[src/rtl/ms_pkg.sv]
package ms_pkg;

   localparam int PAR_W = 4;

   typedef enum logic [1:0] {
      PH_W2 = 2'd0,
      PH_R1 = 2'd1,
      PH_R2 = 2'd2,
      PH_W1 = 2'd3
   } ms_phase_e;

   localparam logic [PAR_W-1:0] OP_CSAR_LD = 4'hA;

   function automatic logic op_is_noop(input logic [PAR_W-1:0] op);
      return (op == 4'h0) || (op == 4'h9) || (op == 4'hD);
   endfunction

   function automatic logic op_is_gate(input logic [PAR_W-1:0] op);
      return !op_is_noop(op) && (op != OP_CSAR_LD);
   endfunction

endpackage

[src/rtl/ms_phase_seq.sv]
module ms_phase_seq #(
   parameter int PHASE_CLKS = 1
) (
   input  logic             clk,
   input  logic             rst_n,
   input  logic             mode_en,
   output ms_pkg::ms_phase_e phase,
   output logic             adv
);
   import ms_pkg::*;

   logic hold;
   logic tick;

   // the sequence rests in W2 while the mode is off
   assign hold = (phase == PH_W2) && !mode_en;
   assign adv  = tick && !hold;

   generate
      if (PHASE_CLKS == 1) begin : g_single
         assign tick = 1'b1;
      end else begin : g_multi
         localparam int CW = $clog2(PHASE_CLKS);
         logic [CW-1:0] cnt;
         assign tick = (cnt == CW'(PHASE_CLKS - 1));
         always_ff @(posedge clk) begin
            if (!rst_n)
               cnt <= '0;
            else if (!hold)
               cnt <= tick ? '0 : cnt + 1'b1;
         end
      end
   endgenerate

   always_ff @(posedge clk) begin
      if (!rst_n)
         phase <= PH_W2;
      else if (adv)
         phase <= ms_phase_e'(phase + 2'd1);
   end

endmodule

[src/rtl/ms_fetch.sv]
module ms_fetch #(
   parameter int              ADDR_W     = 16,
   parameter int              DATA_W     = 32,
   parameter logic [ADDR_W-1:0] STEP     = 4,
   parameter logic [ADDR_W-1:0] START_ADDR = '0
) (
   input  logic                     clk,
   input  logic                     rst_n,
   input  ms_pkg::ms_phase_e        phase,
   input  logic                     adv,
   input  logic [DATA_W-1:0]        mem_rdata,
   input  logic [ms_pkg::PAR_W-1:0] mem_rpar,
   output logic                     mem_req,
   output logic [ADDR_W-1:0]        mem_addr,
   output logic [DATA_W-1:0]        sdr_data,
   output logic [ms_pkg::PAR_W-1:0] sdr_par
);
   import ms_pkg::*;

   logic w2_done, r1_done, r2_done;

   assign w2_done = adv && (phase == PH_W2);
   assign r1_done = adv && (phase == PH_R1);
   assign r2_done = adv && (phase == PH_R2);

   // instruction address advances one word just before it is requested
   always_ff @(posedge clk) begin
      if (!rst_n) begin
         mem_addr <= START_ADDR;
         mem_req  <= 1'b0;
      end else begin
         mem_req <= w2_done;
         if (w2_done)
            mem_addr <= mem_addr + STEP;
      end
   end

   always_ff @(posedge clk) begin
      if (!rst_n) begin
         sdr_data <= '0;
         sdr_par  <= '0;
      end else if (r1_done) begin
         sdr_data <= '0;
         sdr_par  <= '0;
      end else if (r2_done) begin
         sdr_data <= mem_rdata;
         sdr_par  <= mem_rpar;
      end
   end

endmodule

[src/rtl/ms_op_ctl.sv]
module ms_op_ctl #(
   parameter int CS_W = 12
) (
   input  logic                     clk,
   input  logic                     rst_n,
   input  ms_pkg::ms_phase_e        phase,
   input  logic                     adv,
   input  logic                     test_normal,
   input  logic [ms_pkg::PAR_W-1:0] mem_rpar,
   input  logic [CS_W-1:0]          sdr_low,
   output logic [ms_pkg::PAR_W-1:0] op_q,
   output logic [CS_W-1:0]          csar,
   output logic                     cs_start,
   output logic                     exec_strobe
);
   import ms_pkg::*;

   logic r2_done, w1_done;
   logic fresh;

   assign r2_done = adv && (phase == PH_R2);
   assign w1_done = adv && (phase == PH_W1);

   // the parity bits entering the data register become the op at W1 entry
   always_ff @(posedge clk) begin
      if (!rst_n) begin
         op_q  <= '0;
         fresh <= 1'b0;
      end else if (r2_done) begin
         fresh <= test_normal;
         if (test_normal)
            op_q <= mem_rpar;
      end else if (w1_done) begin
         fresh <= 1'b0;
      end
   end

   always_ff @(posedge clk) begin
      if (!rst_n) begin
         csar        <= '0;
         cs_start    <= 1'b0;
         exec_strobe <= 1'b0;
      end else begin
         cs_start    <= w1_done && fresh && (op_q == OP_CSAR_LD);
         exec_strobe <= w1_done && fresh && op_is_gate(op_q);
         if (w1_done && fresh && (op_q == OP_CSAR_LD))
            csar <= sdr_low;
      end
   end

endmodule

[src/rtl/mstore_seq.sv]
module mstore_seq #(
   parameter int              ADDR_W         = 16,
   parameter int              DATA_W         = 32,
   parameter int              CS_W           = 12,
   parameter int              PHASE_CLKS     = 1,
   parameter int              BYTES_PER_WORD = 4,
   parameter logic [ADDR_W-1:0] START_ADDR   = '0
) (
   input  logic              clk,
   input  logic              rst_n,
   input  logic              mode_en,
   input  logic              test_normal,
   output logic              mem_req,
   output logic [ADDR_W-1:0] mem_addr,
   input  logic [DATA_W-1:0] mem_rdata,
   input  logic [3:0]        mem_rpar,
   output logic [1:0]        phase,
   output logic [DATA_W-1:0] sdr_data,
   output logic [3:0]        sdr_par,
   output logic [3:0]        op_q,
   output logic [CS_W-1:0]   csar,
   output logic              cs_start,
   output logic              exec_strobe
);
   import ms_pkg::*;

   localparam logic [ADDR_W-1:0] STEP = ADDR_W'(BYTES_PER_WORD);

   generate
      if (PHASE_CLKS < 1)
         $error("PHASE_CLKS must be at least 1");
      if (CS_W < 1 || CS_W > DATA_W)
         $error("CS_W must lie within the data word");
      if (BYTES_PER_WORD < 1 || (BYTES_PER_WORD & (BYTES_PER_WORD - 1)) != 0)
         $error("BYTES_PER_WORD must be a power of two");
      if (ADDR_W < 2)
         $error("ADDR_W too small");
   endgenerate

   ms_phase_e ph;
   logic      adv;

   assign phase = ph;

   ms_phase_seq #(.PHASE_CLKS(PHASE_CLKS)) u_seq (
      .clk     (clk),
      .rst_n   (rst_n),
      .mode_en (mode_en),
      .phase   (ph),
      .adv     (adv)
   );

   ms_fetch #(
      .ADDR_W     (ADDR_W),
      .DATA_W     (DATA_W),
      .STEP       (STEP),
      .START_ADDR (START_ADDR)
   ) u_fetch (
      .clk       (clk),
      .rst_n     (rst_n),
      .phase     (ph),
      .adv       (adv),
      .mem_rdata (mem_rdata),
      .mem_rpar  (mem_rpar),
      .mem_req   (mem_req),
      .mem_addr  (mem_addr),
      .sdr_data  (sdr_data),
      .sdr_par   (sdr_par)
   );

   ms_op_ctl #(.CS_W(CS_W)) u_op (
      .clk         (clk),
      .rst_n       (rst_n),
      .phase       (ph),
      .adv         (adv),
      .test_normal (test_normal),
      .mem_rpar    (mem_rpar),
      .sdr_low     (sdr_data[CS_W-1:0]),
      .op_q        (op_q),
      .csar        (csar),
      .cs_start    (cs_start),
      .exec_strobe (exec_strobe)
   );

endmodule

[config.mk]
export PLATFORM = sky130hd
export DESIGN_NAME = mstore_seq
export DESIGN_NICKNAME = d
export VERILOG_FILES = /design/src/rtl/ms_pkg.sv /design/src/rtl/ms_phase_seq.sv /design/src/rtl/ms_fetch.sv /design/src/rtl/ms_op_ctl.sv /design/src/rtl/mstore_seq.sv
export SDC_FILE = /design/constraint.sdc
export NUM_CORES = 1
export LEC_CHECK = 0
export BUFFER_PORTS_ARGS = -buffer_cell sky130_fd_sc_hd__buf_2
export CORE_ASPECT_RATIO = 1.75
export CORE_MARGIN = 4
export CORE_UTILIZATION = 52
export CTS_CLUSTER_SIZE = 25
export DETAILED_ROUTE_END_ITERATION = 7
export HOLD_SLACK_MARGIN = 0.08
export PLACE_DENSITY = 0.93
export SYNTH_ARGS = -nofsm -noshare
export SYNTH_HDL_FRONTEND = slang
export SYNTH_SLANG_ARGS = --single-unit
[constraint.sdc]
create_clock -name clk -period 3.5 [get_ports clk]
set_input_delay 0.7 -clock clk [delete_from_list [all_inputs] [get_ports clk]]
set_output_delay 0.7 -clock clk [all_outputs]
set_load 0.1 [all_outputs]
==> run summary <==
Setup repair after global routing left no endpoint under its margin. Summed over its instances, the top area cell type makes up 50.6% of the synthesized netlist area. The buffer count from post-CTS setup fixing came out at 0.

The CTS sink count came out at 72. The area growth from synthesis to layout is 26.2%. TritonCTS built the clock tree. The number of port buffers is 110. The worst slew slack as a fraction of its limit is 18.4%. The critical path's top delay family is adder cells. The longest individual stage delay on the worst path is 0.99 ns. The cell sitting at the root of the clock tree is a clkbuf_8. At the worst endpoint, the required time is 3.70 ns.

The maximum fanout along the worst path is 42. The largest clock skew in the final design came out at 0.00825 ns. The remaining design rule violation count is 0. Setup violations remaining at the end of the flow were counted as 0.

The clock slew at the register clock pins of the worst setup and hold paths came out at 0.07 ns. The predominant post-synthesis flop cell is dfxtp_1. At the end of the flow, the number of nets in the layout was 430.

The H-tree depth came out at 3. The clock insertion delay at the later pin of the skew report is 0.32 ns. The cell type of the slowest stage on the worst timing path is ha_2.

The first-pass detailed-route iteration total is 4. Summing all placed instances gives a cell area of 3440 um^2. The die covers 6780 um^2. The minimum clock period came out at 2.17 ns. The critical path capture point type is a flop.

The number of hold violations in the final report is 0. A synthesized cell averages 10.3 um^2. In the final layout, the share of cells above drive strength 1 is 34.4%. The synthesized flop and latch total came out at 72. The worst ir drop on vdd came out at 540 uV. The final standard cell count with taps included and fillers excluded came out at 463.

The remaining antenna violation count came out at 0. The detailed-route wire length per cell is 13.8 um. The most numerous cell type found on the critical path is nand2_1. The worst hold margin is 0.495 ns. The library cells used most frequently in the layout, excluding fill and tap cells, are 110 x buf_2, 72 x dfxtp_1, 50 x mux2i_1. The part of the Yosys area used for sequential elements is 50.6%. The aggregate global routing overflow is 0. The transition at the pin with the smallest max-transition slack came out at 1.22 ns. The number of synthesis warnings came out at 0. The number of distinct library cell variants in the gate-level netlist after synthesis is 36. Summed over all instances, the cell type with the most area after synthesis is dfxtp_1.

Walking the worst path, the cells encountered are inv_1 > ha_2 > nand2_1 > nand2_1 > a21boi_0. Once the clock tree was built, the resizer swapped 0 gates to a different size. The area of all placed cells without fillers came out at 3600 um^2. The die is 64.0 um wide.

The post-DP HPWL is 4.85 mm. The synthesized design contains 0 enable-type register cells. The boundary pin count is 113. For this design, the CTS-stage hold fixing added 0 buffers. At the worst endpoint, the arrival time is 2.37 ns. The weighted congestion reported at the end of routability-driven placement is 0.779. The min-delay analysis places its worst path in the category flop to flop. Max-cap violations in this run came to 0. Counting both buffers and inverters, the worst setup path holds a total of 1. The total placed cells including tap cells came out at 448. Leaving out fill and tap cells, the most frequent cell in the layout is buf_2. The final sum of negative setup slack came out at 0 ns. The count of final max-slew check failures came out at 0. The worst setup path is launched from a flop. The number of design-rule violations left by the first detailed-router iteration is 104.

The share of synthesized registers carrying an async set or reset came out at 0%. The via count came out at 2286. The height of the die came out at 106 um. The cell area after synthesis is 2850 um^2. The initial antenna violation count came out at 0. The global router's overall resource usage is 19.8%. The flow ran to the end, and the final reports show no timing, DRC or antenna violations.

The ratio of routed vias to standard cells came out at 4.94. The worst setup path is of the flop to flop kind. The wire length of the first global-routing pass is 10.6 mm. The repair_antennas step left the layout with diodes totalling 0.

Static timing analysis puts the maximum clock frequency at 0.460 GHz. The final worst slack is 1.33 ns. The number of placement rows came out at 35. The cell count after synthesis is 277.

The via count of the first global-routing pass is 2364. TritonCTS created 9 clock buffers. Sorting the synthesized cells by area gives the leading types as dfxtp_1 51%, mux2i_1 18%, nor2_1 5.0%. The area of the core is 5300 um^2.

The post-placement setup slack came out at 1.37 ns. Wires add up to 6.41 mm. The final clock period utilization by the worst path is 62.1%. The power per cell area came out at 767 nW/um^2. The pin count of the biggest net entering global routing is 43. The clock passes through at most 2 buffers. The static leakage is 1.58 nW. The initial core utilization is 53.8%.
[synthesized netlist by cell type, types with 2 or more instances]
master,n
buf_2,2
nand3_1,8
nor4_1,4
nand2_1,13
nor2_1,38
nor2b_1,13
inv_1,5
nand2b_1,2
clkbuf_1,11
ha_1,5
nor3_1,2
mux2i_1,50
xor2_1,4
a21boi_0,7
nand4_1,2
xnor2_1,8
dfxtp_1,72
and2_1,12
buf_4,2
[report_power, final]
part           leakage [nW]  internal (mW)  switching [mW]
clock                0.0789          0.250           0.278
sequential            0.582          0.915          0.0715
combinational         0.921          0.280           0.966
[worst reg2reg max path, cell delays in order (launching register included)]
cell	delay [ns]
dfxtp_1	0.35
inv_1	0.10
ha_2	0.99
nand2_1	0.34
nand2_1	0.16
a21boi_0	0.11
[cells by family (layout without fill, tap and decap cells)]
kind of cell	count (synthesis)	in the layout	synth area share (%)
AOI/OAI and AO/OA	11	11	2.81
xor gates and xnor gates	12	12	3.69
adders and majority gates	5	5	2.19
buffers and inverters	20	131	2.99
DFF	72	72	50.6
muxes	50	50	17.6
other	1	2	0.132
and+or+nand+nor	106	106	20.1
[registers in the layout (all words and copies together) (netlist names)]
name,cells
u_fetch.sdr_data,32
u_op.csar,12
u_seq.phase,2
u_fetch.mem_req,1
u_op.fresh,1
u_op.exec_strobe,1
u_fetch.mem_addr,14
u_op.op_q,4
u_op.cs_start,1
u_fetch.sdr_par,4
[final timing paths]
check                                       endpoint  depth (start not counted)                  from  slack (ns)
worst max-delay path                    u_op.op_q[1]                          5        u_seq.phase[0]        1.33
worst min-delay path            u_fetch.mem_addr[15]                          2  u_fetch.mem_addr[15]        0.49
worst max register to register          u_op.op_q[1]                          5        u_seq.phase[0]        1.33
worst min register to register  u_fetch.mem_addr[15]                          2  u_fetch.mem_addr[15]        0.49
[metal layers]
layer | vias up | share of wire, % | wire length (um) | GRT usage (%)
met5 | - | 0 | 0 | 0
met4 | 0 | 1.7 | 112 | 8.66
met3 | 11 | 5.4 | 343 | 4.55
met2 | 70 | 56 | 3570 | 36.6
met1 | 1065 | 37 | 2380 | 20.7
li1 | 1140 | - | - | -
[area by class of cell]
type | instances | area (um^2)
clock inverter | 4 | 22.5
fill | 409 | 1700
multi-input combinational | 186 | 1330
timing repair buffer | 111 | 558
clock buffer | 11 | 131
tap | 74 | 92.6
inverter | 5 | 18.8
sequential | 72 | 1440
[stage by stage]
step                power [mW]  utilization, %
floorplan                 2.05               -
global placement          2.23            65.0
detailed placement        2.25            65.0
CTS                       2.78            67.9
global route              2.89            67.9
finish                    2.76            67.9
No activity file was read; power rests on OpenSTA's default activity.
